--- src/rtl/blkrd_pkg.sv ---
package blkrd_pkg;

    typedef enum logic [1:0] {
        RS_OK    = 2'd0,
        RS_FAIL  = 2'd1,
        RS_RESET = 2'd2
    } rd_status_e;

    typedef enum logic [2:0] {
        S_IDLE,
        S_WIN,
        S_PLAN,
        S_DATA,
        S_CRC,
        S_HDR
    } rd_state_e;

    function automatic logic is_header(input logic [7:0] b);
        return b[7:4] == 4'hF;
    endfunction

endpackage

--- src/rtl/blkrd_sizer.sv ---
module blkrd_sizer #(
    parameter int CNT_W     = 24,
    parameter int PKT_BYTES = 8192
) (
    input  logic [CNT_W-1:0] rem,
    input  logic [CNT_W-1:0] used,
    output logic [CNT_W-1:0] len
);
    localparam logic [CNT_W-1:0] PKT_V = CNT_W'(PKT_BYTES);

    logic [CNT_W-1:0] room;

    always_comb begin
        room = PKT_V - used;
        len  = (rem < room) ? rem : room;
    end
endmodule

--- src/rtl/blkrd_hdr_hunt.sv ---
module blkrd_hdr_hunt
    import blkrd_pkg::*;
#(
    parameter int HDR_RETRIES = 10
) (
    input  logic       clk,
    input  logic       rst,
    input  logic       clear,
    input  logic       miss,
    input  logic [7:0] byte_in,
    output logic       found,
    output logic       last_try
);
    localparam int TRY_W = $clog2(HDR_RETRIES + 1);

    logic [TRY_W-1:0] tries;

    always_ff @(posedge clk) begin
        if (rst || clear) tries <= '0;
        else if (miss)    tries <= tries + 1'b1;
    end

    assign found    = is_header(byte_in);
    assign last_try = (tries == TRY_W'(HDR_RETRIES));
endmodule

--- src/rtl/blkrd_rx.sv ---
module blkrd_rx
    import blkrd_pkg::*;
#(
    parameter int CNT_W       = 24,
    parameter int WIN_W       = 5,
    parameter int PKT_BYTES   = 8192,
    parameter int HDR_RETRIES = 10
) (
    input  logic             clk,
    input  logic             rst,
    input  logic             start,
    input  logic [CNT_W-1:0] req_size,
    input  logic [WIN_W-1:0] win_len,
    input  logic             crc_en,
    input  logic             rx_valid,
    input  logic [7:0]       rx_data,
    input  logic             rx_err,
    output logic             rx_ready,
    output logic             out_valid,
    input  logic             out_ready,
    output logic [7:0]       out_data,
    output logic [CNT_W-1:0] out_idx,
    output logic             busy,
    output logic             done,
    output logic [1:0]       status
);
    rd_state_e        st;
    logic [CNT_W-1:0] rem, cap, pkt_left, idx, len, used;
    logic [WIN_W-1:0] win_left;
    logic             first, crc_q, crc_second, done_q;
    rd_status_e       status_q;
    logic             pay_phase, rx_phase, acc, err_hit, found, last_try;

    blkrd_sizer #(.CNT_W(CNT_W), .PKT_BYTES(PKT_BYTES)) u_sizer (
        .rem(rem), .used(used), .len(len)
    );

    blkrd_hdr_hunt #(.HDR_RETRIES(HDR_RETRIES)) u_hunt (
        .clk(clk), .rst(rst), .clear(st != S_HDR),
        .miss(acc && (st == S_HDR) && !found),
        .byte_in(rx_data), .found(found), .last_try(last_try)
    );

    always_comb begin
        used      = first ? cap : '0;
        pay_phase = (st == S_DATA) || ((st == S_WIN) && (rem != '0));
        rx_phase  = (st == S_WIN) || (st == S_DATA) || (st == S_CRC) || (st == S_HDR);
        rx_ready  = pay_phase ? out_ready : rx_phase;
        acc       = rx_valid && rx_ready;
        err_hit   = rx_valid && rx_err && rx_phase;
        out_valid = rx_valid && !rx_err && pay_phase;
    end

    assign out_data = rx_data;
    assign out_idx  = idx;
    assign busy     = (st != S_IDLE);
    assign done     = done_q;
    assign status   = status_q;

    always_ff @(posedge clk) begin
        if (rst) begin
            st         <= S_IDLE;
            rem        <= '0;
            cap        <= '0;
            pkt_left   <= '0;
            idx        <= '0;
            win_left   <= '0;
            first      <= 1'b0;
            crc_q      <= 1'b0;
            crc_second <= 1'b0;
            done_q     <= 1'b0;
            status_q   <= RS_OK;
        end else begin
            done_q <= 1'b0;
            if (st == S_IDLE) begin
                if (start) begin
                    rem      <= req_size;
                    cap      <= '0;
                    idx      <= '0;
                    win_left <= win_len;
                    first    <= 1'b1;
                    crc_q    <= crc_en;
                    status_q <= RS_OK;
                    st       <= (win_len == '0) ? S_PLAN : S_WIN;
                end
            end else if (err_hit) begin
                st       <= S_IDLE;
                done_q   <= 1'b1;
                status_q <= RS_FAIL;
            end else begin
                unique case (st)
                    S_WIN: if (acc) begin
                        if (rem != '0) begin
                            rem <= rem - 1'b1;
                            cap <= cap + 1'b1;
                            idx <= idx + 1'b1;
                        end
                        win_left <= win_left - 1'b1;
                        if (win_left == WIN_W'(1)) st <= S_PLAN;
                    end
                    S_PLAN: begin
                        if (rem == '0) begin
                            st       <= S_IDLE;
                            done_q   <= 1'b1;
                            status_q <= RS_OK;
                        end else if (first) begin
                            pkt_left <= len;
                            first    <= 1'b0;
                            st       <= S_DATA;
                        end else begin
                            st <= S_HDR;
                        end
                    end
                    S_DATA: if (acc) begin
                        rem      <= rem - 1'b1;
                        idx      <= idx + 1'b1;
                        pkt_left <= pkt_left - 1'b1;
                        if (pkt_left == CNT_W'(1)) begin
                            crc_second <= 1'b0;
                            st         <= crc_q ? S_CRC : S_PLAN;
                        end
                    end
                    S_CRC: if (acc) begin
                        if (crc_second) st <= S_PLAN;
                        else            crc_second <= 1'b1;
                    end
                    S_HDR: if (acc) begin
                        if (found) begin
                            pkt_left <= len;
                            st       <= S_DATA;
                        end else if (last_try) begin
                            st       <= S_IDLE;
                            done_q   <= 1'b1;
                            status_q <= RS_RESET;
                        end
                    end
                    default: st <= S_IDLE;
                endcase
            end
        end
    end
endmodule

--- config.mk ---
export PLATFORM = sky130hd
export DESIGN_NAME = blkrd_rx
export DESIGN_NICKNAME = d
export VERILOG_FILES = /design/src/rtl/blkrd_pkg.sv /design/src/rtl/blkrd_sizer.sv /design/src/rtl/blkrd_hdr_hunt.sv /design/src/rtl/blkrd_rx.sv
export SDC_FILE = /design/constraint.sdc
export NUM_CORES = 1
export LEC_CHECK = 0
export BUFFER_PORTS_ARGS = -buffer_cell sky130_fd_sc_hd__buf_2
export CORE_MARGIN = 5
export CORE_UTILIZATION = 47
export CTS_CLUSTER_DIAMETER = 40
export DETAILED_ROUTE_END_ITERATION = 16
export GPL_TIMING_DRIVEN = 0
export PLACE_DENSITY = 0.74
export SLEW_MARGIN = 20
export SYNTH_ARGS = -nofsm -noshare
export SYNTH_HDL_FRONTEND = slang
export SYNTH_SLANG_ARGS = --single-unit
--- constraint.sdc ---
create_clock -name clk -period 11.39 [get_ports clk]
set_clock_uncertainty 0.1 [all_clocks]
set_input_delay 0.5695 -clock clk [delete_from_list [all_inputs] [get_ports clk]]
set_output_delay 0.5695 -clock clk [all_outputs]
set_load 0.02 [all_outputs]
==> reports/qor_table.md, run 1 <==
| Quantity | This run |
| --- | --- |
| Maximum level of the CTS H-tree | 4 |
| CTS Buffer Depth | 2 |
| Leading cell types by total area after synthesis | sky130_fd_sc_hd__dfxtp_1, sky130_fd_sc_hd__nor2_1, sky130_fd_sc_hd__ha_1 |
| Aggregate negative setup slack | 0 ns |
| Routed vias/inst | 6.43 |
| Area delta synth->final | 15.0% |
| Peak clock frequency supported by timing | 171 MHz |
| Worst hold endpoint | crc_q$_SDFFE_PP0P_ |
| CTS buffer count | 17 |
| Synthesized area per cell | 7.63 sq um |
| Post_cts resized | 0 |
| Drt pass-1 iters | 6 |
| Overflow after GRT | 0 |
| Sink Count | 114 |
| Final setup violation count | 0 |
| Global routing met1 resource utilization | 38.9% |
| I/O pin total | 82 |
| Worst slew pin tran | 0.990 ns |
| Type of the worst setup path | reg -> reg |
| Synthesized Nets | 1166 |
| Initial antenna violation count | 0 |
| Most instantiated library cell after synthesis | sky130_fd_sc_hd__nor2_1 |
| Via count of the first global-routing pass | 8408 |
| Setup crit start kind | register |
| Worst-case headroom to the max-slew limit | 33.5% |
| Worst hold path startpoint | crc_en |
| Power Density | 237 nW/um^2 |
| Synth cell count leaders | sky130_fd_sc_hd__nor2_1, sky130_fd_sc_hd__dfxtp_1, sky130_fd_sc_hd__nand2_1 |
| DP Worst Slack | 5.70 ns |
| Wire length of the first global-routing pass | 46200 microns |
| Share of layout cells above drive strength 1 | 15.5% |
| CTS tree | built |
| Crit-path max FO | 10 |
| Total core area | 17300 sq um |
| Initial standard-cell utilization of the core | 48.0% |
| Dominant register cell in the synthesized netlist | sky130_fd_sc_hd__dfxtp_1 |
| Cell count after synthesis | 1089 |
| Worst-Skew Late Latency | 0.43 ns |
| Placer's final routability congestion estimate | 0.977 |
| Pin count of the biggest net entering global routing | 17 |
| Remaining DRCs | 0 |
| EDFF count, synth | 0 |
| Row cnt | 48 |
| Netlist cell types | 82 |
| Max-cap violation count | 0 |
| Number of hold violations in the final report | 0 |
| Final Critical Period | 5.86 ns |
| Reg2reg start | first$_SDFFE_PP0P_ |
| Signal arrival time at the worst endpoint | 6.10 ns |
| Leakage Power | 0.00352 uW |
| Peak ir drop on the vdd network | 0.160 mV |
| Kind of end point of the critical path | register |
| RSZ-0062 raised after global routing | no |
| Setup slack of the most critical reg-to-reg path | 5.53 ns |
| Die width | 143 microns |
| Via count | 9145 |
| All-layer global routing usage | 28.8% |
| Total of hold buffers inserted after clock tree synthesis | 0 |
| Worst setup margin | 5.53 ns |
| Total of warnings raised by yosys | 0 |
| Endpoint of the most critical register-to-register path | pkt_left[10]$_SDFFE_PP0P_ |
| Synth Cell Area | 8310 sq um |
| Antenna diode instance count | 0 |
| Met2 GRT Util | 44.0% |
| Die Y | 143 microns |
| Worst hold path depth | 3 |
| Count of buffers inserted at the top-level ports | 77 |
| DIE AREA | 20400 sq um |
| Postcts setup bufs | 0 |
| HPWL after detailed placement | 22200 microns |
| CP required | 11.63 ns |
| Synthesized flop and latch total | 114 |
| Worst reg2reg path depth | 16 |
| Sequential fraction of the synthesis area | 27.5% |
| Final number of max-transition violations | 0 |
| Routed Antenna Nets | 0 |
| Clk pin slew, worst setup/hold paths | 0.06 ns |
| Outcome | finished clean |
| Dominant cell type by area after synthesis | sky130_fd_sc_hd__dfxtp_1 |
| Proportion of netlist area held by the largest area contributor | 27.5% |
| Met3 Usage GRT | 4.99% |
| Routed WL | 29500 microns |
| Wirelength per Cell | 20.7 microns |
| Clk Tree Root Cell | sky130_fd_sc_hd__clkbuf_16 |
| Post-Route Hold Slack | 0.320 ns |
| Fin crit share | 51.4% |
| Nets@finish | 1262 |
| Async SR Flop Fraction | 0% |
| Tightest Hold Check Type | in -> reg |
| Layout fillers | 1641 |
| Number of DRC violations after detailed-routing iteration 0 | 1136 |
| Grt peak-use layer | met2 |
## worst max-delay path: stages, from the launching register on
cell	delay (ns)
sky130_fd_sc_hd__dfxtp_1	0.56
sky130_fd_sc_hd__clkbuf_1	0.37
sky130_fd_sc_hd__clkbuf_1	0.38
sky130_fd_sc_hd__clkbuf_1	0.42
sky130_fd_sc_hd__nand2_1	0.10
sky130_fd_sc_hd__ha_1	0.30
sky130_fd_sc_hd__a41oi_1	0.55
sky130_fd_sc_hd__nor2_1	0.10
sky130_fd_sc_hd__or3_1	0.46
sky130_fd_sc_hd__ha_1	0.33
sky130_fd_sc_hd__nand4_1	0.10
sky130_fd_sc_hd__nor3_1	0.30
sky130_fd_sc_hd__nand2_1	0.08
sky130_fd_sc_hd__o211ai_1	0.53
sky130_fd_sc_hd__clkbuf_1	0.50
sky130_fd_sc_hd__mux2_2	0.44
sky130_fd_sc_hd__o22ai_1	0.12
## worst max-delay path by stage
stage	start	to	slack [ns]	cells past startpoint
5_1_grt	first$_SDFFE_PP0P_	pkt_left[10]$_SDFFE_PP0P_	5.15	17
4_1_cts	first$_SDFFE_PP0P_	pkt_left[10]$_SDFFE_PP0P_	5.67	16
3_3_place_gp	first$_SDFFE_PP0P_	pkt_left[10]$_SDFFE_PP0P_	5.73	16
2_1_floorplan	first$_SDFFE_PP0P_	pkt_left[10]$_SDFFE_PP0P_	6.96	17
6_report	first$_SDFFE_PP0P_	pkt_left[10]$_SDFFE_PP0P_	5.53	16
3_5_place_dp	first$_SDFFE_PP0P_	pkt_left[10]$_SDFFE_PP0P_	5.70	16
## cell families (layout without fill, tap and decap cells)
family / count (synthesis) / after routing / synth area share [%]
AND/OR/NAND/NOR: 424 / 424 / 26.1
AO/OA/AOI/OAI: 324 / 324 / 26.9
buffers and inverters: 126 / 234 / 6.81
flip-flops: 114 / 114 / 27.5
XOR/XNOR: 42 / 42 / 4.43
adder cells (fa/ha/maj): 33 / 33 / 4.97
multiplexers: 26 / 26 / 3.39
## layout make-up
cell class	count	area [sq um]	area share, %
inverters	46	173	1.81
well taps	225	282	2.95
repair buffers	77	385	4.03
clock inverters	10	109	1.14
clock buffers	21	470	4.92
plain buffers	80	393	4.11
flip-flops and latches	114	2280	23.9
multi-input cells	849	5460	57.2
## layer usage
| layer | up-vias | part of all wire (%) |
|---|---|---|
| met5 | - | 0 |
| met4 | 0 | 5.5 |
| met3 | 104 | 10 |
| met2 | 578 | 43 |
| met1 | 4219 | 41 |
| li1 | 4244 | - |
## state kept, by name (all words and copies together), names as in the netlist
| name | flops |
|---|---|
| pkt_left | 24 |
| out_idx | 24 |
| crc_q | 1 |
| first | 1 |
| win_left | 5 |
| rem | 24 |
| status | 2 |
| done | 1 |
| u_hunt.tries | 4 |
| cap | 24 |
| crc_second | 1 |
| st | 3 |
## cells in the final DEF, fill, tap and decap left out, drive strengths merged, types with 13 or more instances in the layout
| cell type | n |
|---|---|
| o22ai | 20 |
| or4 | 19 |
| xnor2 | 19 |
| buf | 105 |
| nor4 | 19 |
| xor2 | 23 |
| dfxtp | 114 |
| nand2 | 102 |
| o211ai | 13 |
| nand4 | 13 |
| a211oi | 17 |
| inv | 46 |
| nand3 | 38 |
| o21ai | 58 |
| a21oi | 72 |
| a31oi | 25 |
| clkbuf | 72 |
| ha | 33 |
| mux2 | 17 |
| or3 | 13 |
| nor3 | 44 |
| o31ai | 23 |
| nor2 | 117 |
| nand2b | 16 |
## per-stage QoR
step	instances	power [uW]	util (%)	cell area [sq um]
final	1422	2270	55.2	9550
after global routing	1422	2380	55.2	9550
after CTS	1422	2230	55.2	9550
after detailed placement	1391	1690	51.9	8970
after global placement	1391	1680	51.9	8970
after floorplan	1089	1350	-	8310
## where the power goes
group	switching [uW]	total [uW]	leakage (uW)	internal, uW
Combinational	793	1190	0.00231	400
Sequential	89.4	542	0.000924	452
Clock	196	532	0.000284	336
Total	1080	2270	0.00352	1190
No activity file was read; power rests on OpenSTA's default activity.
==> run 2, diff against run 1 <==
clock period = 5.5 ns   (was 11.39 ns; I/O delays follow)
==> run 2 against run 1 <==
Effect of this change: via count about the same; worst setup slack worse by 5.1 ns; wire length up 0.77%; design area up 0.35%; register-to-register slack worse by 5.1 ns; maximum frequency up 15%; worst hold slack worse by 0.31 ns; total power up 110%; sequential cell count unchanged; core utilization up 0.20 points; global-route usage about the same; sequential share of layout area down 0.084 points; critical path type unchanged.
==> reports/qor_table.md, run 2 (synthesis gave the netlist of run 1 again) <==
| Quantity | This run | vs previous |
| --- | --- | --- |
| Pin count of the biggest net entering global routing | 17 | unchanged |
| Overflow after GRT | 0 | unchanged |
| Share of layout cells above drive strength 1 | 16.1% | +0.54 points |
| Routed WL | 29700 microns | +0.77% |
| Worst hold path startpoint | crc_en |  |
| HPWL after detailed placement | 22200 microns | unchanged |
| Grt peak-use layer | met2 |  |
| Die width | 143 microns | unchanged |
| Reg2reg start | first$_SDFFE_PP0P_ |  |
| Type of the worst setup path | reg -> reg |  |
| Setup crit start kind | register |  |
| Worst hold endpoint | crc_q$_SDFFE_PP0P_ |  |
| Signal arrival time at the worst endpoint | 5.35 ns | -0.75 ns |
| Nets@finish | 1265 | +0.24% |
| Crit-path max FO | 10 | unchanged |
| Area delta synth->final | 15.4% |  |
| Remaining DRCs | 0 | unchanged |
| DP Worst Slack | -0.192 ns | -5.89 ns |
| I/O pin total | 82 | unchanged |
| Worst slew pin tran | 0.985 ns | -0.00513 ns |
| Combined buffer and inverter count along the critical path | 5 | +1 |
| Aggregate negative setup slack | 0 ns | unchanged |
| DIE AREA | 20400 sq um | unchanged |
| Post-route core utilization | 55.4% | +0.20 points |
| Kind of cell adding the most delay to the critical path | buffers and inverters |  |
| Max-cap violation count | 0 | unchanged |
| CTS Buffer Depth | 2 | unchanged |
| CTS tree | built |  |
| Setup slack of the most critical reg-to-reg path | 0.39 ns | -5.14 ns |
| Initial standard-cell utilization of the core | 48.0% | unchanged |
| Placer's final routability congestion estimate | 0.977 | unchanged |
| Worst hold path depth | 3 | unchanged |
| Largest stage delay on the critical path | 0.53 ns | -0.03 ns |
| Met3 Usage GRT | 4.99% | unchanged |
| Worst reg2reg path depth | 17 | +1 |
| Wire length of the first global-routing pass | 46100 microns | about the same |
| Initial antenna violation count | 0 | unchanged |
| Commonest cells after routing, fill and taps aside | sky130_fd_sc_hd__nor2_1, sky130_fd_sc_hd__dfxtp_1, sky130_fd_sc_hd__nand2_1, sky130_fd_sc_hd__buf_2, sky130_fd_sc_hd__a21oi_1 |  |
| Clk Tree Root Cell | sky130_fd_sc_hd__clkbuf_16 |  |
| Count of buffers inserted at the top-level ports | 77 | unchanged |
| Outcome | finished clean |  |
| Power Density | 497 nW/um^2 | +110% |
| Number of DRC violations after detailed-routing iteration 0 | 1193 | +5.0% |
| Peak clock frequency supported by timing | 196 MHz | +15% |
| All-layer global routing usage | 28.7% | about the same |
| Clk pin slew, worst setup/hold paths | 0.06 ns | about the same |
| Layout fillers | 1641 | unchanged |
| Kind of end point of the critical path | register |  |
| Worst-Skew Late Latency | 0.43 ns | about the same |
| CP required | 5.75 ns | -5.88 ns |
| Ordered cell list for the critical path | clkbuf_1 -> clkbuf_1 -> clkbuf_2 -> nand2_1 -> ha_1 -> a41oi_2 -> nor2_1 -> or3_1 -> ha_1 -> nand4_1 -> nor3_1 -> nand2_1 -> o211ai_1 -> buf_4 -> clkbuf_2 -> mux2_2 -> o22ai_1 |  |
| Global routing met1 resource utilization | 38.9% | unchanged |
| Peak ir drop on the vdd network | 0.333 mV | +110% |
| Drt pass-1 iters | 7 | +1 |
| Final setup violation count | 0 | unchanged |
| CTS buffer count | 17 | unchanged |
| Sink Count | 114 | unchanged |
| Met2 GRT Util | 43.9% | -0.049 points |
| Row cnt | 48 | unchanged |
| Final Critical Period | 5.11 ns | -0.749 ns |
| Maximum level of the CTS H-tree | 4 | unchanged |
| Die Y | 143 microns | unchanged |
| Endpoint of the most critical register-to-register path | pkt_left[10]$_SDFFE_PP0P_ |  |
| Number of hold violations in the final report | 0 | unchanged |
| RSZ-0062 raised after global routing | no |  |
| Most common library cell in the layout ignoring fill and taps | sky130_fd_sc_hd__nor2_1 |  |
| Instance area after placement | 8970 sq um | unchanged |
| Fin crit share | 92.8% | +41 points |
| Leakage Power | 0.00354 uW | +0.67% |
| Via count of the first global-routing pass | 8405 | -0.036% |
| Tightest Hold Check Type | in -> reg |  |
| Routed Antenna Nets | 0 | unchanged |
| Total core area | 17300 sq um | unchanged |
| Antenna diode instance count | 0 | unchanged |
| Cell with the largest stage delay on the worst path | sky130_fd_sc_hd__dfxtp_1 |  |
| Worst setup margin | 0.394 ns | -5.14 ns |
| Routed vias/inst | 6.41 | -0.28% |
| Via count | 9139 | -0.066% |
| Final number of max-transition violations | 0 | unchanged |
| Wirelength per Cell | 20.9 microns | +0.55% |
| Worst-case headroom to the max-slew limit | 33.8% | +0.34 points |
| Finished layout cell area | 9590 sq um | +0.35% |
==> run 2: timing repair <==
| action | 4_1_cts | 5_1_grt |
|---|---|---|
| pin swaps | 0 | 1 |
| endpoints found under the setup margin | 21 | 21 |
| hold buffers | 0 | 0 |
| gates cloned | 0 | 0 |
| resized for setup | 2 | 4 |
| setup buffers | 0 | 3 |
==> run 2: per-layer routing <==
metal | wire [microns] | share of wire (%) | up-vias
li1 | - | - | 4245
met2 | 12800 | 43 | 560
met5 | 0 | 0 | -
met4 | 1540 | 5.2 | 0
met3 | 3000 | 10 | 93
met1 | 12400 | 42 | 4241
==> run 2: worst min-delay path, stage by stage <==
cell and delay [ns]:
sky130_fd_sc_hd__buf_2 0.11, sky130_fd_sc_hd__nand2_1 0.06, sky130_fd_sc_hd__a21oi_1 0.05
==> run 2: worst max path at each step <==
stage	from	end	slack, ns	depth (start not counted)
floorplan	first$_SDFFE_PP0P_	pkt_left[10]$_SDFFE_PP0P_	1.07	17
global placement	first$_SDFFE_PP0P_	pkt_left[10]$_SDFFE_PP0P_	-0.16	16
detailed placement	first$_SDFFE_PP0P_	pkt_left[10]$_SDFFE_PP0P_	-0.19	16
CTS	first$_SDFFE_PP0P_	pkt_left[13]$_SDFFE_PP0P_	0.02	16
global route	first$_SDFFE_PP0P_	pkt_left[10]$_SDFFE_PP0P_	0.07	17
finish	first$_SDFFE_PP0P_	pkt_left[10]$_SDFFE_PP0P_	0.39	17
==> run 2: through the flow <==
stage	std cells	total power [uW]	hold WS, ns
floorplan	1089	2800	0.311
global placement	1391	3470	0.370
detailed placement	1391	3500	0.371
CTS	1422	4610	0.00549
global route	1425	4980	0.0237
finish	1425	4770	0.0141
==> run 2: final cells by class <==
type	instances	area (sq um)	share of cell area, %
Sequential cell	114	2280	23.8
Clock buffer	21	470	4.91
Multi-Input combinational cell	849	5470	57.0
Tap cell	225	282	2.94
Clock inverter	10	109	1.14
Buffer	80	397	4.14
Timing Repair Buffer	80	408	4.25
Inverter	46	173	1.80
==> run 2: power by group <==
group          internal [uW]  switching [uW]  total (uW)
clock                    695             411        1110
sequential               936             187        1120
combinational            877            1660        2540
==> run 3, diff against run 2 <==
CORE_UTILIZATION = 61   (was 47)
PLACE_DENSITY = 0.9   (was 0.74)
==> run 3 against run 2 <==
Effect of this change: design area is 1.1% lower; total power down 1.4%; sequential share of layout area rose by 0.25 points; largest power group unchanged; highest routed layer unchanged.
==> reports/qor_table.md, run 3 (synthesis gave the netlist of run 1 again) <==
| Quantity | This run | vs previous |
| --- | --- | --- |
| Outcome | finished clean |  |
| Kind of end point of the critical path | register |  |
| CP required | 5.68 ns | -0.07 ns |
| Total core area | 13300 sq um | -23% |
| Post-route core utilization | 71.4% | +16 points |
| Via count | 9440 | +3.3% |
| Peak clock frequency supported by timing | 191 MHz | -2.4% |
| CTS tree | built |  |
| Initial standard-cell utilization of the core | 62.5% | +14 points |
| Layout fillers | 1065 | -35% |
| Row cnt | 42 | -13% |
| Int Power | 2420 uW | -3.7% |
| Worst slew pin tran | 0.973 ns | -0.0121 ns |
| Placer's final routability congestion estimate | 0.997 | +2.1% |
| Area delta synth->final | 14.2% |  |
| Setup crit start kind | register |  |
| Final number of max-transition violations | 0 | unchanged |
| Sink Count | 114 | unchanged |
| DIE AREA | 16100 sq um | -21% |
| All-layer global routing usage | 35.3% | +6.6 points |
| Via count of the first global-routing pass | 8748 | +4.1% |
| HPWL after detailed placement | 21200 microns | -4.6% |
| Routed Antenna Nets | 0 | unchanged |
| Number of DRC violations after detailed-routing iteration 0 | 1230 | +3.1% |
| Overflow after GRT | 0 | unchanged |
| Antenna diode instance count | 0 | unchanged |
| Crit-path max FO | 10 | unchanged |
| Maximum level of the CTS H-tree | 4 | unchanged |
| Wirelength per Cell | 21.1 microns | +1.1% |
| Worst-Skew Late Latency | 0.44 ns | about the same |
| Clk pin slew, worst setup/hold paths | 0.06 ns | about the same |
| Switching Power | 2280 uW | +1.1% |
| Total of hold buffers inserted after clock tree synthesis | 0 | unchanged |
| Type of the worst setup path | reg -> reg |  |
| CTS Buffer Depth | 2 | unchanged |
| Final setup violation count | 0 | unchanged |
| RSZ-0062 raised after global routing | no |  |
| Combinational group share of total power | 53.9% | +0.7 points |
| Routed vias/inst | 6.86 | +7.0% |
| Post-Route Hold Slack | 0.0100 ns | -0.00407 ns |
| Max-cap violation count | 0 | unchanged |
| Wire length of the first global-routing pass | 45800 microns | -0.79% |
| Most common library cell in the layout ignoring fill and taps | sky130_fd_sc_hd__nor2_1 |  |
| Peak ir drop on the vdd network | 0.435 mV | +31% |
| CTS buffer count | 17 | unchanged |
| Number of hold violations in the final report | 0 | unchanged |
| Reg2reg start | first$_SDFFE_PP0P_ |  |
| Tightest Hold Check Type | in -> reg |  |
| Clk Tree Root Cell | sky130_fd_sc_hd__clkbuf_16 |  |
| Initial antenna violation count | 0 | unchanged |
| Leakage Power | 0.00352 uW | -0.63% |
| Drt pass-1 iters | 7 | unchanged |
| Fin crit share | 95.1% | +2.3 points |
| Worst hold path depth | 3 | unchanged |
| Setup slack of the most critical reg-to-reg path | 0.27 ns | -0.12 ns |
| Endpoint of the most critical register-to-register path | pkt_left[15]$_SDFFE_PP0P_ |  |
| Commonest cells after routing, fill and taps aside | sky130_fd_sc_hd__nor2_1, sky130_fd_sc_hd__dfxtp_1, sky130_fd_sc_hd__nand2_1, sky130_fd_sc_hd__buf_2, sky130_fd_sc_hd__a21oi_1 |  |
| Remaining DRCs | 0 | unchanged |
| Count of buffers inserted at the top-level ports | 77 | unchanged |
| Signal arrival time at the worst endpoint | 5.41 ns | +0.06 ns |
| Worst hold endpoint | crc_q$_SDFFE_PP0P_ |  |
| Power Density | 495 nW/um^2 | -0.37% |
| I/O pin total | 82 | unchanged |
| Register share of total power | 24.0% | +0.4 points |
| Die Y | 127 microns | -11% |
| Final Critical Period | 5.23 ns | +0.125 ns |
| Worst-case headroom to the max-slew limit | 34.3% | +0.46 points |
| Fraction of power spent switching nets | 48.6% | +1.2 points |
| Die width | 127 microns | -11% |
| Worst hold path startpoint | crc_en |  |
| Routed WL | 29000 microns | -2.4% |
| Relative contribution of the clock network to total power | 22.1% | -1.1 points |
| Share of layout cells above drive strength 1 | 16.0% | -0.083 points |
| Pin count of the biggest net entering global routing | 17 | unchanged |
| Overall power | 4700 uW | -1.4% |
| Worst reg2reg path depth | 17 | unchanged |
| Nets@finish | 1264 | -0.079% |
run 3: changes by cell type in the layout (fill, tap and decap cells not counted), sizes merged:
cell    delta
clkbuf     -2
inv        +1
clkinv     +3
buf        -1
bufinv     -1
run 3: how the worst max path moves through the flow:
stage / startpoint / endpoint / slack, ns / cells past startpoint
after floorplan: first$_SDFFE_PP0P_ / pkt_left[10]$_SDFFE_PP0P_ / 1.07 / 17
after global placement: first$_SDFFE_PP0P_ / pkt_left[15]$_SDFFE_PP0P_ / -0.08 / 17
after detailed placement: first$_SDFFE_PP0P_ / pkt_left[13]$_SDFFE_PP0P_ / -0.17 / 17
after CTS: first$_SDFFE_PP0P_ / pkt_left[13]$_SDFFE_PP0P_ / 0.08 / 17
after global routing: first$_SDFFE_PP0P_ / pkt_left[13]$_SDFFE_PP0P_ / 0.003 / 17
final: first$_SDFFE_PP0P_ / pkt_left[15]$_SDFFE_PP0P_ / 0.27 / 17
run 3: critical path, stage by stage, from the launching register on:
cell and delay [ns]:
sky130_fd_sc_hd__dfxtp_1 0.46, sky130_fd_sc_hd__clkbuf_1 0.35, sky130_fd_sc_hd__clkbuf_1 0.43, sky130_fd_sc_hd__clkbuf_2 0.33, sky130_fd_sc_hd__nand2_1 0.09, sky130_fd_sc_hd__ha_1 0.29, sky130_fd_sc_hd__a41oi_2 0.37, sky130_fd_sc_hd__nor3_1 0.11
sky130_fd_sc_hd__xor2_1 0.20, sky130_fd_sc_hd__nand2b_1 0.18, sky130_fd_sc_hd__ha_1 0.34, sky130_fd_sc_hd__nand4_1 0.09, sky130_fd_sc_hd__nor3_1 0.30, sky130_fd_sc_hd__nand2_1 0.11, sky130_fd_sc_hd__o211ai_1 0.45, sky130_fd_sc_hd__clkbuf_2 0.35
sky130_fd_sc_hd__mux2i_1 0.37, sky130_fd_sc_hd__a311oi_1 0.15
run 3: what timing repair did:
action                     CTS  global route
pin swaps                    0             1
gates resized for setup      1             6
setup endpoints to repair   16            21
setup buffers                0             2
run 3: power groups by stage:
stage | logic, uW | clock network [uW] | registers [uW]
2_1_floorplan | 1730 | 0 | 1070
3_3_place_gp | 2340 | 0 | 1120
3_5_place_dp | 2360 | 0 | 1130
4_1_cts | 2390 | 1030 | 1110
5_1_grt | 2700 | 1070 | 1140
6_report | 2530 | 1040 | 1130
run 3: layout make-up:
type                    instances  area [sq um]  share of cell area, %
clock buffers                  19           433                   4.56
plain buffers                  80           397                   4.18
flip-flops and latches        114          2280                   24.1
clock inverters                13           114                   1.20
repair buffers                 79           400                   4.22
inverters                      46           173                   1.82
multi-input cells             849          5470                   57.6
well taps                     176           220                   2.32
run 3: routing by layer:
metal | wire length [microns] | global-route usage, % | vias to the layer above
met2 | 12500 | 53.1 | 696
met1 | 11400 | 45.8 | 4339
met5 | 0 | 0 | -
met3 | 3430 | 9.21 | 164
met4 | 1700 | 20.2 | 0
li1 | - | - | 4241
run 3: per-stage QoR:
step           std cells  instance area (sq um)  TNS (ns)  setup slack [ns]
2_1_floorplan       1089                   8310         0              1.07
6_report            1376                   9490         0             0.269
5_1_grt             1376                   9490         0           0.00255
4_1_cts             1374                   9470         0            0.0801
3_3_place_gp        1342                   8910    -0.471           -0.0754
3_5_place_dp        1342                   8910     -1.87            -0.171
